## config.mk

```make
export PLATFORM = sky130hd
export DESIGN_NAME = spi_skip_sequencer
export DESIGN_NICKNAME = d
export VERILOG_FILES = /design/src/rtl/spi_seq_pkg.sv /design/src/rtl/spi_seq_datapath.sv /design/src/rtl/spi_seq_ctrl.sv /design/src/rtl/spi_skip_sequencer.sv
export SDC_FILE = /design/constraint.sdc
export NUM_CORES = 1
export LEC_CHECK = 0
export ABC_AREA = 1
export BUFFER_PORTS_ARGS = -buffer_cell sky130_fd_sc_hd__buf_2
export CAP_MARGIN = 20
export CORE_ASPECT_RATIO = 2
export CORE_MARGIN = 2
export CORE_UTILIZATION = 60
export CTS_CLUSTER_SIZE = 14
export DETAILED_ROUTE_END_ITERATION = 12
export PLACE_DENSITY = 0.82
export SYNTH_ARGS = -nofsm -noshare
export SYNTH_HDL_FRONTEND = slang
export SYNTH_SLANG_ARGS = --single-unit
```

## constraint.sdc

```tcl
create_clock -name clk -period 6.38 [get_ports clk]
set_clock_uncertainty 0.2 [all_clocks]
set_input_delay 0.638 -clock clk [delete_from_list [all_inputs] [get_ports clk]]
set_output_delay 0.638 -clock clk [all_outputs]
set_load 0.005 [all_outputs]
```

## src/rtl/spi_seq_pkg.sv

```systemverilog
package spi_seq_pkg;
  // command word layout (fixed by the word format)
  localparam int CMD_W      = 32;
  localparam int CS_LSB     = 30;
  localparam int CS_W       = 2;
  localparam int RSV_HI_BIT = 29;
  localparam int DUAL_BIT   = 28;
  localparam int TXONLY_BIT = 27;
  localparam int RSV_MSB    = 26;
  localparam int SKIP_LSB   = 16;
  localparam int SKIP_W     = 8;
  localparam int LEN_W      = 16;
  localparam int CNT_W      = LEN_W + 1;
  localparam int CFG_W      = 4;
  localparam int BYTE_W     = 8;
  localparam int CHAR_MAX   = 2 * BYTE_W;
  localparam int BIT_W      = $clog2(CHAR_MAX) + 1;

  typedef enum logic [2:0] {
    S_IDLE, S_FETCH, S_LOW, S_HIGH, S_PUSH, S_FINISH
  } seqState_t;

  // strobes from control to datapath
  typedef struct packed {
    logic                       clrChar;
    logic                       loadLo;
    logic                       loadHi;
    logic                       sample;
    logic                       dual;
    logic                       drive;
    logic                       selHi;
    logic                       msbFirst;
    logic                       wide;
    logic [$clog2(CHAR_MAX)-1:0] bitIdx;
  } seqStrobe_t;
endpackage

```

## src/rtl/spi_seq_datapath.sv

```systemverilog
module spi_seq_datapath
  import spi_seq_pkg::*;
(
  input  logic              clk,
  input  logic              rstN,
  input  seqStrobe_t        ctl,
  input  logic              loopEn,
  input  logic [BYTE_W-1:0] txByte,
  input  logic              misoLine0,
  input  logic              misoLine1,
  output logic              mosi,
  output logic [BYTE_W-1:0] rxByte
);
  localparam int IDX_W = $clog2(CHAR_MAX);

  logic [CHAR_MAX-1:0] txChar;
  logic [CHAR_MAX-1:0] rxChar;
  logic [IDX_W-1:0]    pos0;
  logic [IDX_W-1:0]    pos1;
  logic [IDX_W-1:0]    topIdx;
  logic [IDX_W-1:0]    nextIdx;
  logic                line0;

  always_comb begin
    topIdx  = ctl.wide ? IDX_W'(CHAR_MAX - 1) : IDX_W'(BYTE_W - 1);
    nextIdx = ctl.bitIdx + IDX_W'(1);
    pos0    = ctl.msbFirst ? (topIdx - ctl.bitIdx) : ctl.bitIdx;
    pos1    = ctl.msbFirst ? (topIdx - nextIdx)    : nextIdx;
    mosi    = ctl.drive ? txChar[pos0] : 1'b0;
    line0   = loopEn ? mosi : misoLine0;
    rxByte  = ctl.selHi ? rxChar[CHAR_MAX-1:BYTE_W] : rxChar[BYTE_W-1:0];
  end

  always_ff @(posedge clk or negedge rstN) begin
    if (!rstN) begin
      txChar <= '0;
      rxChar <= '0;
    end else begin
      if (ctl.clrChar) begin
        txChar <= '0;
        rxChar <= '0;
      end
      if (ctl.loadLo) txChar[BYTE_W-1:0]        <= txByte;
      if (ctl.loadHi) txChar[CHAR_MAX-1:BYTE_W] <= txByte;
      if (ctl.sample) begin
        if (ctl.dual) begin
          rxChar[pos0] <= misoLine1;
          rxChar[pos1] <= misoLine0;
        end else begin
          rxChar[pos0] <= line0;
        end
      end
    end
  end

  // loading a character and shifting it never overlap
  p_load_sample_r10: assert property (@(posedge clk) disable iff (!rstN)
    (ctl.loadLo || ctl.loadHi) |-> !ctl.sample);
endmodule

```

## src/rtl/spi_seq_ctrl.sv

```systemverilog
module spi_seq_ctrl
  import spi_seq_pkg::*;
#(
  parameter int NUM_CS = 4
) (
  input  logic                    clk,
  input  logic                    rstN,
  input  logic                    enable,
  input  logic                    cmdValid,
  input  logic [CMD_W-1:0]        cmdWord,
  input  logic [NUM_CS*CFG_W-1:0] charLenCfg,
  input  logic [NUM_CS-1:0]       msbFirstCfg,
  input  logic                    sckTick,
  input  logic                    txValid,
  output logic                    txReady,
  output logic                    rxValid,
  output logic                    sck,
  output logic [NUM_CS-1:0]       csN,
  output logic                    done,
  output seqStrobe_t              ctl
);
  seqState_t         state;
  logic [CS_W-1:0]   csIdx;
  logic [LEN_W-1:0]  lenM1;
  logic [SKIP_W-1:0] skipQ;
  logic              dualQ, txOnlyQ, wideQ, msbQ;
  logic [CNT_W-1:0]  charStart;
  logic              byteSel;
  logic [BIT_W-1:0]  bitIdx;

  logic [CS_W-1:0]   cmdCs;
  logic              cmdOk, start;
  logic [CNT_W-1:0]  curByte, skipExt, bpc;
  logic              needTx, inRx, dualNow, lastBit, lastChar;
  logic              pushNeeded, fetchAdv, endChar, goNext, csActive;
  logic [BIT_W-1:0]  step, charBits;

  always_comb begin
    cmdCs    = cmdWord[CS_LSB +: CS_W];
    cmdOk    = cmdValid && enable && !cmdWord[RSV_HI_BIT]
               && (cmdWord[RSV_MSB:SKIP_LSB+SKIP_W] == '0)
               && (int'(cmdCs) < NUM_CS);
    start    = (state == S_IDLE) && cmdOk;
    curByte  = charStart + CNT_W'(byteSel);
    skipExt  = CNT_W'(skipQ);
    needTx   = (skipQ == '0) || (curByte < skipExt);
    inRx     = charStart >= skipExt;
    dualNow  = dualQ && (skipQ != '0) && inRx;
    step     = dualNow ? BIT_W'(2) : BIT_W'(1);
    charBits = wideQ ? BIT_W'(CHAR_MAX) : BIT_W'(BYTE_W);
    lastBit  = ({1'b0, bitIdx} + {1'b0, step}) >= {1'b0, charBits};
    bpc      = wideQ ? CNT_W'(2) : CNT_W'(1);
    lastChar = (charStart + bpc) > CNT_W'(lenM1);
    pushNeeded = !txOnlyQ && inRx;
    fetchAdv = (state == S_FETCH) && (!needTx || txValid);
    endChar  = (state == S_HIGH) && sckTick && lastBit;
    goNext   = (endChar && !pushNeeded)
               || ((state == S_PUSH) && !(wideQ && !byteSel));
    csActive = (state == S_FETCH) || (state == S_LOW)
               || (state == S_HIGH) || (state == S_PUSH);

    txReady  = (state == S_FETCH) && needTx;
    rxValid  = (state == S_PUSH);
    sck      = (state == S_HIGH);
    done     = (state == S_FINISH);

    ctl.clrChar  = start || (goNext && !lastChar);
    ctl.loadLo   = txReady && txValid && !byteSel;
    ctl.loadHi   = txReady && txValid && byteSel;
    ctl.sample   = (state == S_LOW) && sckTick;
    ctl.dual     = dualNow;
    ctl.drive    = (state == S_LOW) || (state == S_HIGH);
    ctl.selHi    = byteSel;
    ctl.msbFirst = msbQ;
    ctl.wide     = wideQ;
    ctl.bitIdx   = bitIdx[BIT_W-2:0];
  end

  for (genvar g = 0; g < NUM_CS; g++) begin : g_cs
    assign csN[g] = !(csActive && (int'(csIdx) == g));
  end

  always_ff @(posedge clk or negedge rstN) begin
    if (!rstN) begin
      state     <= S_IDLE;
      csIdx     <= '0;
      lenM1     <= '0;
      skipQ     <= '0;
      dualQ     <= 1'b0;
      txOnlyQ   <= 1'b0;
      wideQ     <= 1'b0;
      msbQ      <= 1'b0;
      charStart <= '0;
      byteSel   <= 1'b0;
      bitIdx    <= '0;
    end else begin
      case (state)
        S_IDLE: if (start) begin
          csIdx     <= cmdCs;
          lenM1     <= cmdWord[LEN_W-1:0];
          skipQ     <= cmdWord[SKIP_LSB +: SKIP_W];
          dualQ     <= cmdWord[DUAL_BIT];
          txOnlyQ   <= cmdWord[TXONLY_BIT];
          wideQ     <= charLenCfg[{cmdCs, 2'b00} +: CFG_W] == {CFG_W{1'b1}};
          msbQ      <= msbFirstCfg[cmdCs];
          charStart <= '0;
          byteSel   <= 1'b0;
          state     <= S_FETCH;
        end
        S_FETCH: if (fetchAdv) begin
          if (wideQ && !byteSel) byteSel <= 1'b1;
          else begin
            byteSel <= 1'b0;
            bitIdx  <= '0;
            state   <= S_LOW;
          end
        end
        S_LOW: if (sckTick) state <= S_HIGH;
        S_HIGH: if (sckTick) begin
          if (!lastBit) begin
            bitIdx <= bitIdx + step;
            state  <= S_LOW;
          end else if (pushNeeded) begin
            byteSel <= 1'b0;
            state   <= S_PUSH;
          end
        end
        S_PUSH: if (wideQ && !byteSel) byteSel <= 1'b1;
        S_FINISH: state <= S_IDLE;
        default: state <= S_IDLE;
      endcase
      if (goNext) begin
        byteSel <= 1'b0;
        if (lastChar) state <= S_FINISH;
        else begin
          charStart <= charStart + bpc;
          state     <= S_FETCH;
        end
      end
    end
  end

  p_enable_gate_r2: assert property (@(posedge clk) disable iff (!rstN)
    (state == S_IDLE && !enable) |=> (state == S_IDLE));
  p_done_pulse_r4: assert property (@(posedge clk) disable iff (!rstN)
    done |=> !done);
  p_skip_norx_r7: assert property (@(posedge clk) disable iff (!rstN)
    rxValid |-> (charStart >= skipExt));
  p_dual_skip_r8: assert property (@(posedge clk) disable iff (!rstN)
    (ctl.sample && ctl.dual) |-> (skipQ != '0));
  p_txonly_r9: assert property (@(posedge clk) disable iff (!rstN)
    rxValid |-> !txOnlyQ);
  p_stall_r10: assert property (@(posedge clk) disable iff (!rstN)
    (txReady && !txValid) |=> (state == S_FETCH) && !sck);
endmodule

```

## src/rtl/spi_skip_sequencer.sv

```systemverilog
module spi_skip_sequencer
  import spi_seq_pkg::*;
#(
  parameter int NUM_CS = 4
) (
  input  logic                    clk,
  input  logic                    rstN,
  input  logic                    enable,
  input  logic                    loopEn,
  input  logic                    cmdValid,
  input  logic [CMD_W-1:0]        cmdWord,
  input  logic [NUM_CS*CFG_W-1:0] charLenCfg,
  input  logic [NUM_CS-1:0]       msbFirstCfg,
  input  logic                    sckTick,
  input  logic [BYTE_W-1:0]       txData,
  input  logic                    txValid,
  output logic                    txReady,
  output logic [BYTE_W-1:0]       rxData,
  output logic                    rxValid,
  output logic                    sck,
  output logic                    mosi,
  input  logic                    misoLine0,
  input  logic                    misoLine1,
  output logic [NUM_CS-1:0]       csN,
  output logic                    done
);
  seqStrobe_t ctl;

  spi_seq_ctrl #(.NUM_CS(NUM_CS)) i_ctrl (
    .clk(clk), .rstN(rstN), .enable(enable), .cmdValid(cmdValid),
    .cmdWord(cmdWord), .charLenCfg(charLenCfg), .msbFirstCfg(msbFirstCfg),
    .sckTick(sckTick), .txValid(txValid), .txReady(txReady),
    .rxValid(rxValid), .sck(sck), .csN(csN), .done(done), .ctl(ctl)
  );

  spi_seq_datapath i_dp (
    .clk(clk), .rstN(rstN), .ctl(ctl), .loopEn(loopEn), .txByte(txData),
    .misoLine0(misoLine0), .misoLine1(misoLine1), .mosi(mosi),
    .rxByte(rxData)
  );

  p_cs_onehot_r3: assert property (@(posedge clk) disable iff (!rstN)
    $onehot0(~csN));
  p_done_cs_r4: assert property (@(posedge clk) disable iff (!rstN)
    done |-> (&csN));
  p_sck_cs_r12: assert property (@(posedge clk) disable iff (!rstN)
    sck |-> !(&csN));
endmodule

```

### Word level (Yosys, flattened, before mapping)

Cells that the tools add are included.

* flip-flop bits (word level): 88
* bits in latches: 0
* memory bits (writable): 0
* ROM bits: 0
* output and inout port bits: 17
* word-level logic and storage cells: 165
* memories kept: 0

* $add $sub $neg: 7
* multipliers: 0
* divide/modulo/power cells: 0
* $lt $le $gt $ge: 9
* eq/ne operators: 23
* shift operators: 1
* muxes and demuxes: 54
* bitwise gates (word level): 0
* reduce and logical (&&, ||, !) cells: 57

Operators by type and width (number)
* $mux 17: 4
* $mux 16: 4
* $bwmux 16: 3
* $mux 3: 9
* $logic_and 1x1->1: 25
* $mux 5: 5
* $mux 8: 3
* $add 17x1->17: 1
* $add 17x17->17: 1
* $ge 17x8->1: 1
* $gt 17x16->1: 1
* $lt 17x8->1: 1
* $shiftx 16x5->4: 1
* $ne 3x1->1 const B: 5
* $pmux 3 s5: 1
* $mux 1: 14
* $reduce_and 7->1: 2
* $mux 4: 3
* $logic_not 1->1: 11
* $lt 4x5->1 const B: 2
* $pmux 5 s2: 1
* $ne 3x2->1 const B: 3
* $demux 1 s4: 2
* $ge 4x1->1 const B: 2
* other kinds (28): 46

### Logic depth before layout (Yosys ltp)

Gate-level depths: netlist of run 1.

* word-level depth: 16
* gate-level depth with buffers: 32
* gate-level depth less buffers: 30

### Cells and area by module

Synthesis of run 1 repeated with hierarchy kept, for this count alone.

* cells, all modules: 1016
* area, all modules: 6977.9 um^2

By module, submodules not included
* spi_seq_ctrl: times used 1, cells an instance 608, area each 4316.6 um^2, seq. area each 1401.3 um^2
* spi_seq_datapath: times used 1, cells an instance 408, area each 2661.3 um^2, seq. area each 800.8 um^2

### Least setup slack after synthesis of run 1

Ideal clock, no wire load.

* path kind: register to register
* from: register i_ctrl.charStart[6]
* to: register i_ctrl.charStart[10]
* library setup time: 0.076 ns
* arrival: 4.152 ns
* data required time: 6.104 ns
* slack: 1.952 ns
* stages on the path, launching flop included: 29
* period minus slack after synthesis: 4.428 ns
* cell sequence: dfrtp_1 ha_1 a21oi_1 nor2_1 nor3_1 nand2_1 nor2_1 nand3_1 nand2_1 buf_2 buf_2 ha_1 inv_1 fa_1 nor3_1 xor2_1 ha_1 nand2_1 nand3b_1 nand2_1 nor2_1 nand2_1 nand2_1 nand2_2 inv_4 nor2_8 inv_2 buf_6 o21ai_1

* word-level cells in the longest chain between the ends: 9

RTL lines
* start: declaration: line spi_seq_ctrl.sv:27 `logic [CNT_W-1:0] charStart;`
* start signal: assignment: line spi_seq_ctrl.sv:136 `charStart <= charStart + bpc;`
* $ge 17x8->1: line spi_seq_ctrl.sv:47 `inRx = charStart >= skipExt;`
* $logic_and 1x1->1: line spi_seq_ctrl.sv:48 `dualNow = dualQ && (skipQ != '0) && inRx;`
* $mux 2: line spi_seq_ctrl.sv:49 `step = dualNow ? BIT_W'(2) : BIT_W'(1);`
* $add 5x5->6: line spi_seq_ctrl.sv:51 `lastBit = ({1'b0, bitIdx} + {1'b0, step}) >= {1'b0, charBits};`
* $ge 6x5->1: line spi_seq_ctrl.sv:51
* $logic_and 1x1->1: line spi_seq_ctrl.sv:56 `endChar = (state == S_HIGH) && sckTick && lastBit;`
* $logic_and 1x1->1: line spi_seq_ctrl.sv:57 `goNext = (endChar && !pushNeeded)`
* $logic_or 1x1->1: line spi_seq_ctrl.sv:58 `|| ((state == S_PUSH) && !(wideQ && !byteSel));`
* $mux 17 *: line spi_seq_ctrl.sv:132 `if (goNext) begin`

Every way passes the cells marked *; elsewhere a longest branch is shown, timed or not.
A chain may end at the register's enable or synchronous reset.

### Final worst setup path of run 1

* from: register i_ctrl.charStart[2]
* to: register i_ctrl.charStart[2]

The elaborated chain is that of the path after synthesis.

==> report_table.html, run 1 <==
<table>
<tr><th>Metric</th><th>Value</th></tr>
<tr><th colspan="2">Timing</th></tr>
<tr><td>Final hold slack</td><td>0.0617 ns</td></tr>
<tr><td>Fin crit share</td><td>85.9%</td></tr>
<tr><td>Measured slew at the worst slew-check pin</td><td>around 0.64 ns</td></tr>
<tr><td>Fin crit period</td><td>5.48 ns</td></tr>
<tr><td>Final Worst Setup Slack</td><td>0.898 ns</td></tr>
<tr><td>Worst relative slew slack</td><td>57.0%</td></tr>
<tr><td>Final hold violation count</td><td>0</td></tr>
<tr><td># setup viols final</td><td>0</td></tr>
<tr><td>Max Clock Freq</td><td>0.182 GHz</td></tr>
<tr><td>Unrepaired setup endpoints after global routing</td><td>false</td></tr>
<tr><td>Final TNS setup</td><td>0 ns</td></tr>
<tr><td>Max Slew Vio Count</td><td>0</td></tr>
<tr><th colspan="2">Critical path</th></tr>
<tr><td>Buffers and inverters on the worst path</td><td>3</td></tr>
<tr><td>Critical path capture point type</td><td>flop</td></tr>
<tr><td>Worst path top cell family by delay</td><td>simple AND/OR/NAND/NOR gates</td></tr>
<tr><td>Required time worst endpoint</td><td>6.44 ns</td></tr>
<tr><td>Type of the setup path with the least slack</td><td>reg2reg</td></tr>
<tr><td>Critical path's most frequent cell</td><td>nand2_1</td></tr>
<tr><td>Arr. time, crit path</td><td>5.54 ns</td></tr>
<tr><td>Maximum fanout count along the critical path</td><td>36</td></tr>
<tr><td>Crit path largest cell delay</td><td>0.48 ns</td></tr>
<tr><td>Cell with the largest stage delay on the worst path</td><td>dfrtp_1</td></tr>
<tr><td>Category of the worst setup path launch point</td><td>flop</td></tr>
<tr><th colspan="2">Die</th></tr>
<tr><td>Total I/O pin count</td><td>86</td></tr>
<tr><td>Starting density of the core</td><td>61.3%</td></tr>
<tr><td>Die boundary width</td><td>79.7 µm</td></tr>
<tr><td>Die height</td><td>155 µm</td></tr>
<tr><td>Standard cell core area</td><td>0.0112 mm²</td></tr>
<tr><td>Total Die Area</td><td>0.0124 mm²</td></tr>
<tr><td>Placement row count</td><td>55</td></tr>
<tr><th colspan="2">Drt</th></tr>
<tr><td>WL final</td><td>19,100 µm</td></tr>
<tr><td>DRT Pass-1 Iters</td><td>5</td></tr>
<tr><td>DR iter-0 viols</td><td>443</td></tr>
<tr><td>Vias per cell</td><td>~5.5</td></tr>
<tr><td>DRC errors left</td><td>0</td></tr>
<tr><td>Routed via count</td><td>6,742</td></tr>
<tr><td>DRT antenna net count</td><td>0</td></tr>
<tr><td>Final routed wire length divided by cell count</td><td>15.7 µm</td></tr>
<tr><th colspan="2">Synthesis</th></tr>
<tr><td>Count of state elements after synthesis</td><td>88</td></tr>
<tr><td>Average cell area after synthesis</td><td>6.90 µm²</td></tr>
<tr><td>Synth warn</td><td>0</td></tr>
<tr><td>Mapped Nets</td><td>around 1,100</td></tr>
<tr><td>Number of enable flip-flop cells after synthesis</td><td>0</td></tr>
<tr><td>Synth Instances</td><td>997</td></tr>
<tr><td>Async S/R FF share, synth</td><td>100%</td></tr>
<tr><td>Sequential share of the synthesized area</td><td>32.0%</td></tr>
<tr><td>Commonest register cell after synthesis</td><td>dfrtp_1</td></tr>
<tr><td>Netlist area before placement</td><td>0.00688 mm²</td></tr>
<tr><td>Number of distinct library cells after synthesis</td><td>50</td></tr>
<tr><th colspan="2">Clocking</th></tr>
<tr><td>Clock slew at the register clock pins of the worst setup and hold paths</td><td>about 0.07 ns</td></tr>
<tr><td>Number of CTS-inserted buffers</td><td>9</td></tr>
<tr><td># Post-CTS Setup Buffers</td><td>0</td></tr>
<tr><td>Number of clock sinks</td><td>slightly below 90</td></tr>
<tr><td>Clock Root Buffer</td><td>clkbuf_16</td></tr>
<tr><td>Clock tree from TritonCTS</td><td>yes</td></tr>
<tr><td>Maximum clock insertion buffer count</td><td>2</td></tr>
<tr><td>Number of buffers added to fix hold violations after cts</td><td>0</td></tr>
<tr><td>Post-cts sizing count</td><td>0</td></tr>
<tr><td>Latest clock arrival within the worst-skew pair</td><td>0.35 ns</td></tr>
<tr><td>CTS H-tree lvls</td><td>3</td></tr>
<tr><th colspan="2">Power and ir drop</th></tr>
<tr><td>Clock network power share</td><td>between 10% and 20%</td></tr>
<tr><td>Switching power of the nets</td><td>1.59 mW</td></tr>
<tr><td>Areal power density over the cells</td><td>424 mW/mm²</td></tr>
<tr><td>Worst-case vdd ir drop</td><td>about 0.24 mV</td></tr>
<tr><td>Final Total Pwr</td><td>3.24 mW</td></tr>
<tr><td>Switch share</td><td>48.9%</td></tr>
<tr><td>Leakage power</td><td>3.98 nW</td></tr>
<tr><td>Internal power contribution</td><td>1.66 mW</td></tr>
<tr><td>Sequential group share of total power</td><td>between 20 and 30%</td></tr>
<tr><td>Gate power share</td><td>53.6%</td></tr>
<tr><th colspan="2">GRT</th></tr>
<tr><td>Vias in the first global route</td><td>about 6,800</td></tr>
<tr><td>Total GRT Usage</td><td>32.8%</td></tr>
<tr><td>Maximum number of pins on one net before global-route repair</td><td>54</td></tr>
<tr><td>Global-route wire length before repair</td><td>31,400 µm</td></tr>
<tr><td>Final global-route overflow total</td><td>0</td></tr>
<tr><td>Initial antenna violation count</td><td>0</td></tr>
<tr><th colspan="2">Status</th></tr>
<tr><td>Status</td><td>finished clean</td></tr>
<tr><th colspan="2">Placed design</th></tr>
<tr><td>Final HPWL DP</td><td>between 15,000 and 20,000 µm</td></tr>
<tr><td>Buffers on Ports</td><td>85</td></tr>
<tr><td>Worst slack, placed</td><td>1.04 ns</td></tr>
<tr><td>Placer's final routability congestion estimate</td><td>1.02</td></tr>
<tr><td>Placed cell areas</td><td>0.00734 mm²</td></tr>
<tr><th colspan="2">Layout</th></tr>
<tr><td>Nets@finish</td><td>approximately 1,200</td></tr>
<tr><td>Final instance area</td><td>approximately 0.0077 mm²</td></tr>
<tr><td>Count of inserted antenna diode cells</td><td>0</td></tr>
<tr><td>Proportion of layout cells with a drive suffix above 1</td><td>14.0%</td></tr>
<tr><td>Fillcell total</td><td>1,041</td></tr>
<tr><td>Area added between synthesis and finish</td><td>11.4%</td></tr>
<tr><th colspan="2">Flow run</th></tr>
<tr><td>Count of max-cap constraint violations</td><td>0</td></tr>
<tr><th colspan="2">Worst hold path</th></tr>
<tr><td>Tightest Hold Check Type</td><td>in2async</td></tr>
</table>
==> flip-flops by register name, summed over array words and instances (netlist names) <==
register	flops
i_ctrl.state	3
i_ctrl.txOnlyQ	1
i_ctrl.wideQ	1
i_ctrl.msbQ	1
i_ctrl.lenM1	16
i_dp.rxChar	16
i_ctrl.csIdx	2
i_ctrl.bitIdx	5
i_ctrl.dualQ	1
i_ctrl.byteSel	1
i_dp.txChar	16
i_ctrl.charStart	17
i_ctrl.skipQ	8
==> through the flow <==
stage / utilization [%] / cells
after global routing: 68.3 / 1216
after floorplan: - / 997
after detailed placement: 65.5 / 1200
after CTS: 68.3 / 1216
final: 68.3 / 1216
after global placement: 65.5 / 1200
==> power by group through the flow <==
| stage | Clock, mW | Combinational [mW] | Sequential, mW |
|---|---|---|---|
| after floorplan | 0 | 1.30 | 0.862 |
| after global placement | 0 | 1.68 | 0.945 |
| after detailed placement | 0 | 1.70 | 0.952 |
| after CTS | 0.566 | 1.72 | 0.942 |
| after global routing | 0.594 | 1.98 | 0.970 |
| final | 0.562 | 1.74 | 0.945 |
==> per-layer routing <==
metal	global-route usage (%)	vias to the layer above	routed length [µm]	part of all wire, %
li1	-	3335	-	-
met4	19.5	0	1200	6.3
met1	31.0	3128	6490	34
met5	0	-	0	0
met2	64.0	193	10800	56
met3	4.12	86	655	3.4
==> cells by family (layout without fill, tap and decap cells) <==
logic type      count (synthesis)  in the layout  share of synthesized area [%]
simple gates                  507            507                           32.7
xor+xnor                       38             38                           5.06
fa+ha+maj                      42             42                           7.86
buf+inv                       182            259                           11.1
compound gates                140            140                           11.3
flops                          88             88                           32.0
==> worst paths after layout <==
path / cells past startpoint / start / slack, ns / endpoint
setup / recovery: 25 / i_ctrl.charStart[2] / 0.90 / i_ctrl.charStart[2]
hold / removal: 1 / rstN / 0.06 / i_ctrl.lenM1[8]
setup reg to reg: 25 / i_ctrl.charStart[2] / 0.90 / i_ctrl.charStart[2]
hold reg to reg: 2 / i_dp.txChar[9] / 0.29 / i_dp.txChar[9]
max in group asynchronous: 2 / rstN / 4.90 / i_ctrl.skipQ[7]
min in group clk: 3 / cmdWord[28] / 0.29 / i_ctrl.dualQ
==> cells in the final DEF, fill, tap and decap left out, types with 10 or more instances in the layout <==
cell / Yosys / layout
xor2_1: 34 / 34
o21ai_1: 17 / 17
inv_1: 138 / 138
dfrtp_1: 88 / 88
o21ai_0: 75 / 75
nand2_1: 282 / 282
nand4_1: 18 / 18
buf_2: 4 / 84
a21oi_1: 17 / 17
nor2_1: 90 / 90
nand3_1: 74 / 74
ha_1: 40 / 40
o22ai_1: 10 / 10
==> area by class of cell <==
cell class | count | area (µm²) | share of cell area, %
clock inverter | 7 | 86.3 | 1.13
tap | 142 | 178 | 2.32
multi-input combinational | 727 | 3910 | 51.1
sequential | 88 | 2200 | 28.8
clock buffer | 9 | 225 | 2.94
inverter | 153 | 587 | 7.66
timing repair buffer | 90 | 465 | 6.08
==> synth_stat cells (4+ instances only) <==
cell / instances / area (µm²)
inv_2: 9 / 33.8
o22ai_1: 10 / 62.6
nand3_1: 74 / 370
clkbuf_1: 14 / 52.6
a21oi_1: 17 / 85.1
a31oi_1: 7 / 43.8
inv_1: 138 / 518
nor4_1: 5 / 31.3
o21ai_1: 17 / 85.1
nor3_1: 5 / 25.0
ha_1: 40 / 500
buf_4: 4 / 30.0
nor2_2: 7 / 43.8
nand2_2: 5 / 31.3
nand4_2: 4 / 50.1
nand4_1: 18 / 113
xor2_1: 34 / 298
nor2_1: 90 / 338
buf_2: 4 / 20.0
dfrtp_1: 88 / 2200
buf_6: 6 / 67.6
nand2_1: 282 / 1060
o21ai_0: 75 / 375
No activity file was read; power rests on OpenSTA's default activity.
==> inputs of run 2 (changes only) <==
--- a/config.mk
+++ b/config.mk
@@ -14,6 +14,8 @@
 export CTS_CLUSTER_SIZE = 14
 export DETAILED_ROUTE_END_ITERATION = 12
 export PLACE_DENSITY = 0.82
+export RECOVER_POWER = 25
+export SLEW_MARGIN = 20
 export SYNTH_ARGS = -nofsm -noshare
 export SYNTH_HDL_FRONTEND = slang
 export SYNTH_SLANG_ARGS = --single-unit
==> report_table.html, run 2 (synthesis results as in run 1) <==
<table>
<tr><th>Metric</th><th>Value</th></tr>
<tr><th colspan="2">Timing</th></tr>
<tr><td>Measured slew at the worst slew-check pin</td><td>between 2 and 2.5 ns</td></tr>
<tr><td>Unrepaired setup endpoints after global routing</td><td>false</td></tr>
<tr><td>Max Slew Vio Count</td><td>91</td></tr>
<tr><td>Fin crit share</td><td>86.0%</td></tr>
<tr><td>Worst relative slew slack</td><td>-64.3%</td></tr>
<tr><td>Max Clock Freq</td><td>0.182 GHz</td></tr>
<tr><td>Final TNS setup</td><td>0 ns</td></tr>
<tr><td># setup viols final</td><td>0</td></tr>
<tr><td>Final hold violation count</td><td>0</td></tr>
<tr><td>Fin crit period</td><td>5.48 ns</td></tr>
<tr><th colspan="2">Clocking</th></tr>
<tr><td># Post-CTS Setup Buffers</td><td>0</td></tr>
<tr><td>Clock slew at the register clock pins of the worst setup and hold paths</td><td>0.07 ns</td></tr>
<tr><td>Maximum clock insertion buffer count</td><td>2</td></tr>
<tr><td>Number of CTS-inserted buffers</td><td>9</td></tr>
<tr><td>Clock tree from TritonCTS</td><td>yes</td></tr>
<tr><td>Post-cts sizing count</td><td>0</td></tr>
<tr><td>Number of buffers added to fix hold violations after cts</td><td>0</td></tr>
<tr><td>Clock Root Buffer</td><td>clkbuf_16</td></tr>
<tr><td>CTS H-tree lvls</td><td>3</td></tr>
<tr><td>Latest clock arrival within the worst-skew pair</td><td>0.35 ns</td></tr>
<tr><td>Number of clock sinks</td><td>88</td></tr>
<tr><th colspan="2">Critical path</th></tr>
<tr><td>Setup slack on the worst flop-to-flop path</td><td>between 0.8 and 0.9 ns</td></tr>
<tr><td>Critical path's most frequent cell</td><td>nand2_1</td></tr>
<tr><td>Cell with the largest stage delay on the worst path</td><td>dfrtp_1</td></tr>
<tr><td>Startpoint of the most critical register-to-register path</td><td>i_ctrl.charStart[2]</td></tr>
<tr><td>Crit path largest cell delay</td><td>0.48 ns</td></tr>
<tr><td>Reg-to-reg endpoint</td><td>i_ctrl.charStart[2]</td></tr>
<tr><td>Critical path capture point type</td><td>flop</td></tr>
<tr><td>Required time worst endpoint</td><td>6.44 ns</td></tr>
<tr><td>Category of the worst setup path launch point</td><td>flop</td></tr>
<tr><td>Maximum fanout count along the critical path</td><td>36</td></tr>
<tr><td>FF-to-FF path depth</td><td>25</td></tr>
<tr><td>Type of the setup path with the least slack</td><td>reg2reg</td></tr>
<tr><td>Arr. time, crit path</td><td>5.54 ns</td></tr>
<tr><th colspan="2">Drt</th></tr>
<tr><td>Detail Route met3 WL</td><td>~670 µm</td></tr>
<tr><td>DRT antenna net count</td><td>0</td></tr>
<tr><td>WL final</td><td>19,100 µm</td></tr>
<tr><td>Highest signal layer in the routed design</td><td>met4</td></tr>
<tr><td>DR iter-0 viols</td><td>between 400 and 500</td></tr>
<tr><td>DRT Pass-1 Iters</td><td>6</td></tr>
<tr><td>Wire length on met2</td><td>10,800 µm</td></tr>
<tr><td>DRC errors left</td><td>0</td></tr>
<tr><td>Final routed wire length divided by cell count</td><td>around 16 µm</td></tr>
<tr><td>Vias per cell</td><td>5.55</td></tr>
<tr><td>Met1 wire length</td><td>6480 µm</td></tr>
<tr><td>Routed via count</td><td>a little under 7,000</td></tr>
<tr><th colspan="2">GRT</th></tr>
<tr><td>Vias in the first global route</td><td>6,759</td></tr>
<tr><td>Initial antenna violation count</td><td>0</td></tr>
<tr><td>Total GRT Usage</td><td>32.8%</td></tr>
<tr><td>Final global-route overflow total</td><td>0</td></tr>
<tr><td>Maximum number of pins on one net before global-route repair</td><td>54</td></tr>
<tr><td>Global-route wire length before repair</td><td>31,400 µm</td></tr>
<tr><th colspan="2">Power and ir drop</th></tr>
<tr><td>Areal power density over the cells</td><td>between 400 and 500 mW/mm²</td></tr>
<tr><td>Switching power of the nets</td><td>1.59 mW</td></tr>
<tr><td>Sequential group share of total power</td><td>approximately 29%</td></tr>
<tr><td>Leakage power</td><td>3.98 nW</td></tr>
<tr><td>Gate power share</td><td>53.6%</td></tr>
<tr><td>Clock network power share</td><td>17.3%</td></tr>
<tr><td>Switch share</td><td>between 40 and 50%</td></tr>
<tr><td>Internal power contribution</td><td>1.66 mW</td></tr>
<tr><td>Worst-case vdd ir drop</td><td>0.244 mV</td></tr>
<tr><th colspan="2">Flow run</th></tr>
<tr><td>Count of max-cap constraint violations</td><td>2</td></tr>
<tr><th colspan="2">Layout</th></tr>
<tr><td>Most used cells in the layout excluding fill and tap cells</td><td>nand2_1, inv_1, nor2_1</td></tr>
<tr><td>Nets@finish</td><td>1,180</td></tr>
<tr><td>Count of inserted antenna diode cells</td><td>0</td></tr>
<tr><td>Most common library cell in the layout ignoring fill and taps</td><td>nand2_1</td></tr>
<tr><td>Area added between synthesis and finish</td><td>11.2%</td></tr>
<tr><td>Register ranked first by flip-flop count</td><td>i_ctrl.charStart</td></tr>
<tr><td>Share of the core filled with cells in the final layout</td><td>68.2%</td></tr>
<tr><td>Proportion of layout cells with a drive suffix above 1</td><td>around 14%</td></tr>
<tr><td>Number of flip-flops in the largest register</td><td>17</td></tr>
<tr><th colspan="2">Die</th></tr>
<tr><td>Total Die Area</td><td>between 0.01 and 0.015 mm²</td></tr>
<tr><td>Starting density of the core</td><td>61.3%</td></tr>
<tr><td>Total I/O pin count</td><td>86</td></tr>
<tr><td>Standard cell core area</td><td>about 0.011 mm²</td></tr>
<tr><td>Placement row count</td><td>between 50 and 60</td></tr>
<tr><td>Die height</td><td>155 µm</td></tr>
<tr><td>Die boundary width</td><td>roughly 80 µm</td></tr>
<tr><th colspan="2">Worst hold path</th></tr>
<tr><td>Hold path depth</td><td>3</td></tr>
<tr><td>Worst-case hold path end point</td><td>i_ctrl.dualQ</td></tr>
<tr><td>Tightest Hold Check Type</td><td>in2reg</td></tr>
<tr><td>Worst Min Path Start</td><td>cmdWord[28]</td></tr>
<tr><th colspan="2">Placed design</th></tr>
<tr><td>Buffers on Ports</td><td>85</td></tr>
<tr><td>Placer's final routability congestion estimate</td><td>about 1</td></tr>
<tr><td>Final HPWL DP</td><td>15,100 µm</td></tr>
<tr><th colspan="2">Status</th></tr>
<tr><td>Status</td><td>finished, violations left</td></tr>
<tr><td>Violated checks</td><td>max-capacitance violations, max-slew violations</td></tr>
</table>
-- run 2: changes by cell type in the layout (fill, tap and decap cells not counted), sizes merged --
cell	before	now
clkbuf	9	11
buf	90	88
-- run 2: power by group through the flow --
| stage | Sequential [mW] | Combinational, mW | Clock (mW) |
|---|---|---|---|
| after detailed placement | 0.952 | 1.70 | 0 |
| after global routing | 0.970 | 1.98 | 0.594 |
| after floorplan | 0.862 | 1.30 | 0 |
| after CTS | 0.942 | 1.72 | 0.566 |
| final | 0.945 | 1.74 | 0.562 |
| after global placement | 0.945 | 1.68 | 0 |
-- run 2: area by class of cell --
cell class              count  area [µm²]
clock buffers               9         225
multi-input cells         727        3910
repair buffers             90         458
well taps                 142         178
inverters                 153         587
flip-flops and latches     88        2200
fillers                  1043        3570
clock inverters             7        86.3
-- run 2: how the worst max path moves through the flow --
stage                              from                    to  slack (ns)  cells past startpoint
floorplan           i_ctrl.charStart[6]  i_ctrl.charStart[10]        1.95                     28
global placement    i_ctrl.charStart[6]   i_ctrl.charStart[6]        1.24                     25
detailed placement  i_ctrl.charStart[6]   i_ctrl.charStart[2]        1.04                     25
CTS                 i_ctrl.charStart[2]   i_ctrl.charStart[2]        0.98                     25
global route        i_ctrl.charStart[2]   i_ctrl.charStart[6]        0.40                     25
finish              i_ctrl.charStart[2]   i_ctrl.charStart[2]        0.90                     25
-- run 2: metal layers --
metal | vias up | track usage (%)
met5 | - | 0
met4 | 0 | 19.5
met1 | 3128 | 31.0
li1 | 3335 | -
met2 | 195 | 64.0
met3 | 86 | 4.12
-- run 2: worst max-delay path: cells and delay by family (launching register included) --
kind                     cells  cell delay [ns]
flip-flops                   1             0.48
AND/OR/NAND/NOR             14             2.32
adder cells (fa/ha/maj)      4             1.26
XOR/XNOR                     1             0.21
buffers and inverters        3             0.40
AO/OA/AOI/OAI                3             0.49
-- run 2: stage by stage --
stage / area (µm²) / setup slack [ns] / power, mW / hold slack [ns] / cells
final: 7650 / 0.896 / 3.24 / 0.288 / 1216
after global routing: 7650 / 0.400 / 3.54 / 0.301 / 1216
after CTS: 7660 / 0.979 / 3.23 / 0.0820 / 1216
after detailed placement: 7340 / 1.04 / 2.66 / 0.284 / 1200
after global placement: 7340 / 1.24 / 2.62 / 0.270 / 1200
after floorplan: 6880 / 1.95 / 2.16 / 0.142 / 997
==> inputs of run 3 (changes only) <==
--- a/config.mk
+++ b/config.mk
@@ -5,15 +5,14 @@
 export SDC_FILE = /design/constraint.sdc
 export NUM_CORES = 1
 export LEC_CHECK = 0
-export ABC_AREA = 1
 export BUFFER_PORTS_ARGS = -buffer_cell sky130_fd_sc_hd__buf_2
 export CAP_MARGIN = 20
 export CORE_ASPECT_RATIO = 2
 export CORE_MARGIN = 2
-export CORE_UTILIZATION = 60
+export CORE_UTILIZATION = 45
 export CTS_CLUSTER_SIZE = 14
 export DETAILED_ROUTE_END_ITERATION = 12
-export PLACE_DENSITY = 0.82
+export PLACE_DENSITY = 0.67
 export RECOVER_POWER = 25
 export SLEW_MARGIN = 20
 export SYNTH_ARGS = -nofsm -noshare
==> constraint.sdc (replaced) <==
create_clock -name clk -period 4.5 [get_ports clk]
set_clock_uncertainty 0.2 [all_clocks]
set_input_delay 0.45 -clock clk [delete_from_list [all_inputs] [get_ports clk]]
set_output_delay 0.45 -clock clk [all_outputs]
set_load 0.005 [all_outputs]
==> report_table.html, run 3 <==
<table>
<tr><th>Metric</th><th>Value</th></tr>
<tr><th colspan="2">Status</th></tr>
<tr><td>Status</td><td>finished, violations left</td></tr>
<tr><td>Violated checks</td><td>max-capacitance violations, max-slew violations</td></tr>
<tr><th colspan="2">Critical path</th></tr>
<tr><td>Type of the setup path with the least slack</td><td>reg2reg</td></tr>
<tr><td>Setup slack on the worst flop-to-flop path</td><td>between 0.1 and 0.15 ns</td></tr>
<tr><td>Arr. time, crit path</td><td>around 4.4 ns</td></tr>
<tr><td>Required time worst endpoint</td><td>4.53 ns</td></tr>
<tr><td>Cell with the largest stage delay on the worst path</td><td>or3_4</td></tr>
<tr><td>Category of the worst setup path launch point</td><td>flop</td></tr>
<tr><td>Cell-by-cell trace of the critical path</td><td>inv_1, ha_4, nand2_1, or2_2, a21o_1, a21oi_4, buf_6, ha_1, a21o_1, nand2_2, xor2_2, ha_1, nor2b_1, nand4_1, a31oi_2, buf_4, or3_4, nor3_4, mux2_4</td></tr>
<tr><td>Critical path capture point type</td><td>flop</td></tr>
<tr><td>Crit path largest cell delay</td><td>0.40 ns</td></tr>
<tr><td>Maximum fanout count along the critical path</td><td>4</td></tr>
<tr><th colspan="2">Timing</th></tr>
<tr><td>Max Slew Vio Count</td><td>51</td></tr>
<tr><td>Fin crit period</td><td>4.40 ns</td></tr>
<tr><td>Worst relative slew slack</td><td>-91.3%</td></tr>
<tr><td>Final hold slack</td><td>~0.13 ns</td></tr>
<tr><td>Final hold violation count</td><td>0</td></tr>
<tr><td># setup viols final</td><td>0</td></tr>
<tr><td>Measured slew at the worst slew-check pin</td><td>about 2.9 ns</td></tr>
<tr><td>Fin crit share</td><td>between 90% and 100%</td></tr>
<tr><td>Max Clock Freq</td><td>0.227 GHz</td></tr>
<tr><th colspan="2">Placed design</th></tr>
<tr><td>Placer's final routability congestion estimate</td><td>0.972</td></tr>
<tr><td>Final HPWL DP</td><td>16,000 µm</td></tr>
<tr><td>Buffers on Ports</td><td>85</td></tr>
<tr><th colspan="2">Die</th></tr>
<tr><td>Die height</td><td>about 180 µm</td></tr>
<tr><td>Starting density of the core</td><td>45.8%</td></tr>
<tr><td>Total Die Area</td><td>0.0166 mm²</td></tr>
<tr><td>Standard cell core area</td><td>~0.015 mm²</td></tr>
<tr><td>Die boundary width</td><td>92.2 µm</td></tr>
<tr><td>Total I/O pin count</td><td>86</td></tr>
<tr><td>Placement row count</td><td>64</td></tr>
<tr><th colspan="2">Clocking</th></tr>
<tr><td>CTS H-tree lvls</td><td>3</td></tr>
<tr><td>Clock Root Buffer</td><td>clkbuf_16</td></tr>
<tr><td>Clock slew at the register clock pins of the worst setup and hold paths</td><td>~0.07 ns</td></tr>
<tr><td>Latest clock arrival within the worst-skew pair</td><td>between 0.3 and 0.4 ns</td></tr>
<tr><td>Number of CTS-inserted buffers</td><td>9</td></tr>
<tr><td>Maximum clock insertion buffer count</td><td>2</td></tr>
<tr><td>Clock tree from TritonCTS</td><td>yes</td></tr>
<tr><td>Number of clock sinks</td><td>88</td></tr>
<tr><th colspan="2">Layout</th></tr>
<tr><td>Proportion of layout cells with a drive suffix above 1</td><td>28.9%</td></tr>
<tr><td>Area added between synthesis and finish</td><td>20.4%</td></tr>
<tr><td>Register ranked first by flip-flop count</td><td>i_ctrl.charStart</td></tr>
<tr><td>Fillcell total</td><td>1,403</td></tr>
<tr><td>Nets@finish</td><td>1,019</td></tr>
<tr><td>Number of flip-flops in the largest register</td><td>17</td></tr>
<tr><td>Most used cells in the layout excluding fill and tap cells</td><td>dfrtp_1, buf_2, buf_4</td></tr>
<tr><td>Area occupied by registers</td><td>0.00220 mm²</td></tr>
<tr><td>Count of inserted antenna diode cells</td><td>0</td></tr>
<tr><td>Footprint of the multi-input gates</td><td>0.00442 mm²</td></tr>
<tr><td>Most common library cell in the layout ignoring fill and taps</td><td>dfrtp_1</td></tr>
<tr><th colspan="2">GRT</th></tr>
<tr><td>Maximum number of pins on one net before global-route repair</td><td>51</td></tr>
<tr><td>Global-route wire length before repair</td><td>32,500 µm</td></tr>
<tr><td>Final global-route overflow total</td><td>0</td></tr>
<tr><td>Total GRT Usage</td><td>24.6%</td></tr>
<tr><td>Vias in the first global route</td><td>6,609</td></tr>
<tr><td>Initial antenna violation count</td><td>0</td></tr>
<tr><th colspan="2">Synthesis</th></tr>
<tr><td>Synth warn</td><td>0</td></tr>
<tr><td>Async S/R FF share, synth</td><td>100%</td></tr>
<tr><td>Cell type with the highest aggregate area in the netlist</td><td>dfrtp_1</td></tr>
<tr><td>Commonest register cell after synthesis</td><td>dfrtp_1</td></tr>
<tr><td>Sequential share of the synthesized area</td><td>31.5%</td></tr>
<tr><td>Number of enable flip-flop cells after synthesis</td><td>0</td></tr>
<tr><td>Netlist area before placement</td><td>0.00700 mm²</td></tr>
<tr><td>Average cell area after synthesis</td><td>8.90 µm²</td></tr>
<tr><td>Commonest cells in the synthesized netlist</td><td>dfrtp_1, nand2_1, inv_1, nand3_1, nor2_1</td></tr>
<tr><td>Synth Instances</td><td>786</td></tr>
<tr><td>Portion of synthesized cell area occupied by the leading cell type</td><td>31.5%</td></tr>
<tr><td>Most area-consuming cells after synthesis</td><td>dfrtp_1, ha_1, mux2_2, mux2i_1, nand2_1</td></tr>
<tr><td>Count of state elements after synthesis</td><td>88</td></tr>
<tr><td>Most frequently used cell type in the post-synthesis netlist</td><td>dfrtp_1</td></tr>
<tr><td>Mapped Nets</td><td>897</td></tr>
<tr><td>Number of distinct library cells after synthesis</td><td>80</td></tr>
<tr><th colspan="2">Drt</th></tr>
<tr><td>Final routed wire length divided by cell count</td><td>18.2 µm</td></tr>
<tr><td>DR iter-0 viols</td><td>360</td></tr>
<tr><td>DRT antenna net count</td><td>0</td></tr>
<tr><td>DRC errors left</td><td>0</td></tr>
<tr><td>Vias per cell</td><td>5.87</td></tr>
<tr><td>WL final</td><td>around 20,000 µm</td></tr>
<tr><td>DRT Pass-1 Iters</td><td>5</td></tr>
<tr><td>Routed via count</td><td>6,525</td></tr>
<tr><th colspan="2">Flow run</th></tr>
<tr><td>Count of max-cap constraint violations</td><td>1</td></tr>
<tr><th colspan="2">Power and ir drop</th></tr>
<tr><td>Areal power density over the cells</td><td>463 mW/mm²</td></tr>
<tr><td>Final Total Pwr</td><td>between 3 and 4 mW</td></tr>
<tr><td>Leakage power</td><td>~3.9 nW</td></tr>
<tr><td>Worst-case vdd ir drop</td><td>0.279 mV</td></tr>
<tr><th colspan="2">Worst hold path</th></tr>
<tr><td>Tightest Hold Check Type</td><td>in2reg</td></tr>
</table>
## run 3: cell count changes after synthesis, sizes merged, moves of 21 or more
| cell | delta |
|---|---|
| nor2 | -54 |
| mux2i | +27 |
| nand2 | -220 |
| xor2 | -21 |
| inv | -89 |
| o21ai | -54 |
| mux2 | +42 |
| nand3 | -34 |
## run 3: cell type report
class / instances / share of cell area, %
Inverter: 60 / 2.67
Tap cell: 198 / 2.94
Multi-Input combinational cell: 589 / 52.5
Clock inverter: 6 / 0.802
Clock buffer: 10 / 2.72
Timing Repair Buffer: 160 / 12.2
Sequential cell: 88 / 26.1
## run 3: metal layers
layer | wire [µm] | GRT usage, %
met1 | 6560 | 22.6
met4 | 1390 | 15.0
met5 | 0 | 0
met2 | 11700 | 49.1
met3 | 584 | 3.22
## run 3: worst max-delay path, delay by kind of cell, from the launching register on
family                   cells  cell delay (ns)
AO/OA/AOI/OAI                4             0.73
XOR/XNOR                     1             0.17
adder cells (fa/ha/maj)      3             0.76
buffers and inverters        3             0.36
flip-flops                   1             0.35
multiplexers                 1             0.33
AND/OR/NAND/NOR              7             1.38
## run 3: report_power, final
group          total [mW]  switching [mW]  internal, mW
clock network       0.769           0.335         0.434
registers            1.13           0.148         0.985
logic                2.00            1.09         0.910
total                3.90            1.57          2.33
## run 3: logic make-up after synthesis
family,share of synthesized area [%]
flip-flops,31.5
XOR/XNOR,4.00
AO/OA/AOI/OAI,17.9
multiplexers,11.7
adder cells (fa/ha/maj),7.72
AND/OR/NAND/NOR,20.2
buffers and inverters,7.04
## run 3: path summary, 6_finish.rpt
kind | start | to | cells after the start
max | i_ctrl.skipQ[6] | i_ctrl.bitIdx[1] | 19
min | cmdWord[14] | i_ctrl.lenM1[14] | 2
max reg2reg | i_ctrl.skipQ[6] | i_ctrl.bitIdx[1] | 19
min reg2reg | i_ctrl.lenM1[11] | i_ctrl.lenM1[11] | 1
max in group asynchronous | rstN | i_ctrl.bitIdx[3] | 3
min in group asynchronous | rstN | i_ctrl.skipQ[4] | 2
## run 3: timing repair
item | CTS | global route
buffers inserted | 2 | 4
endpoints found under the hold margin | 49 | 0
setup endpoints to repair | 9 | 58
gates resized for setup | 2 | 28
hold buffers | 1 | 0
pin swaps | 3 | 12
## run 3: metrics by stage
stage	util, %	TNS (ns)	std cells	cell area, µm²	setup slack [ns]
after detailed placement	52.0	-0.110	1088	7950	-0.0340
after CTS	54.1	0	1107	8280	0.0117
after floorplan	-	0	786	7000	0.0598
after global routing	55.1	-0.596	1111	8430	-0.0594
final	55.1	0	1111	8430	0.104
after global placement	52.0	0	1088	7950	0.0975
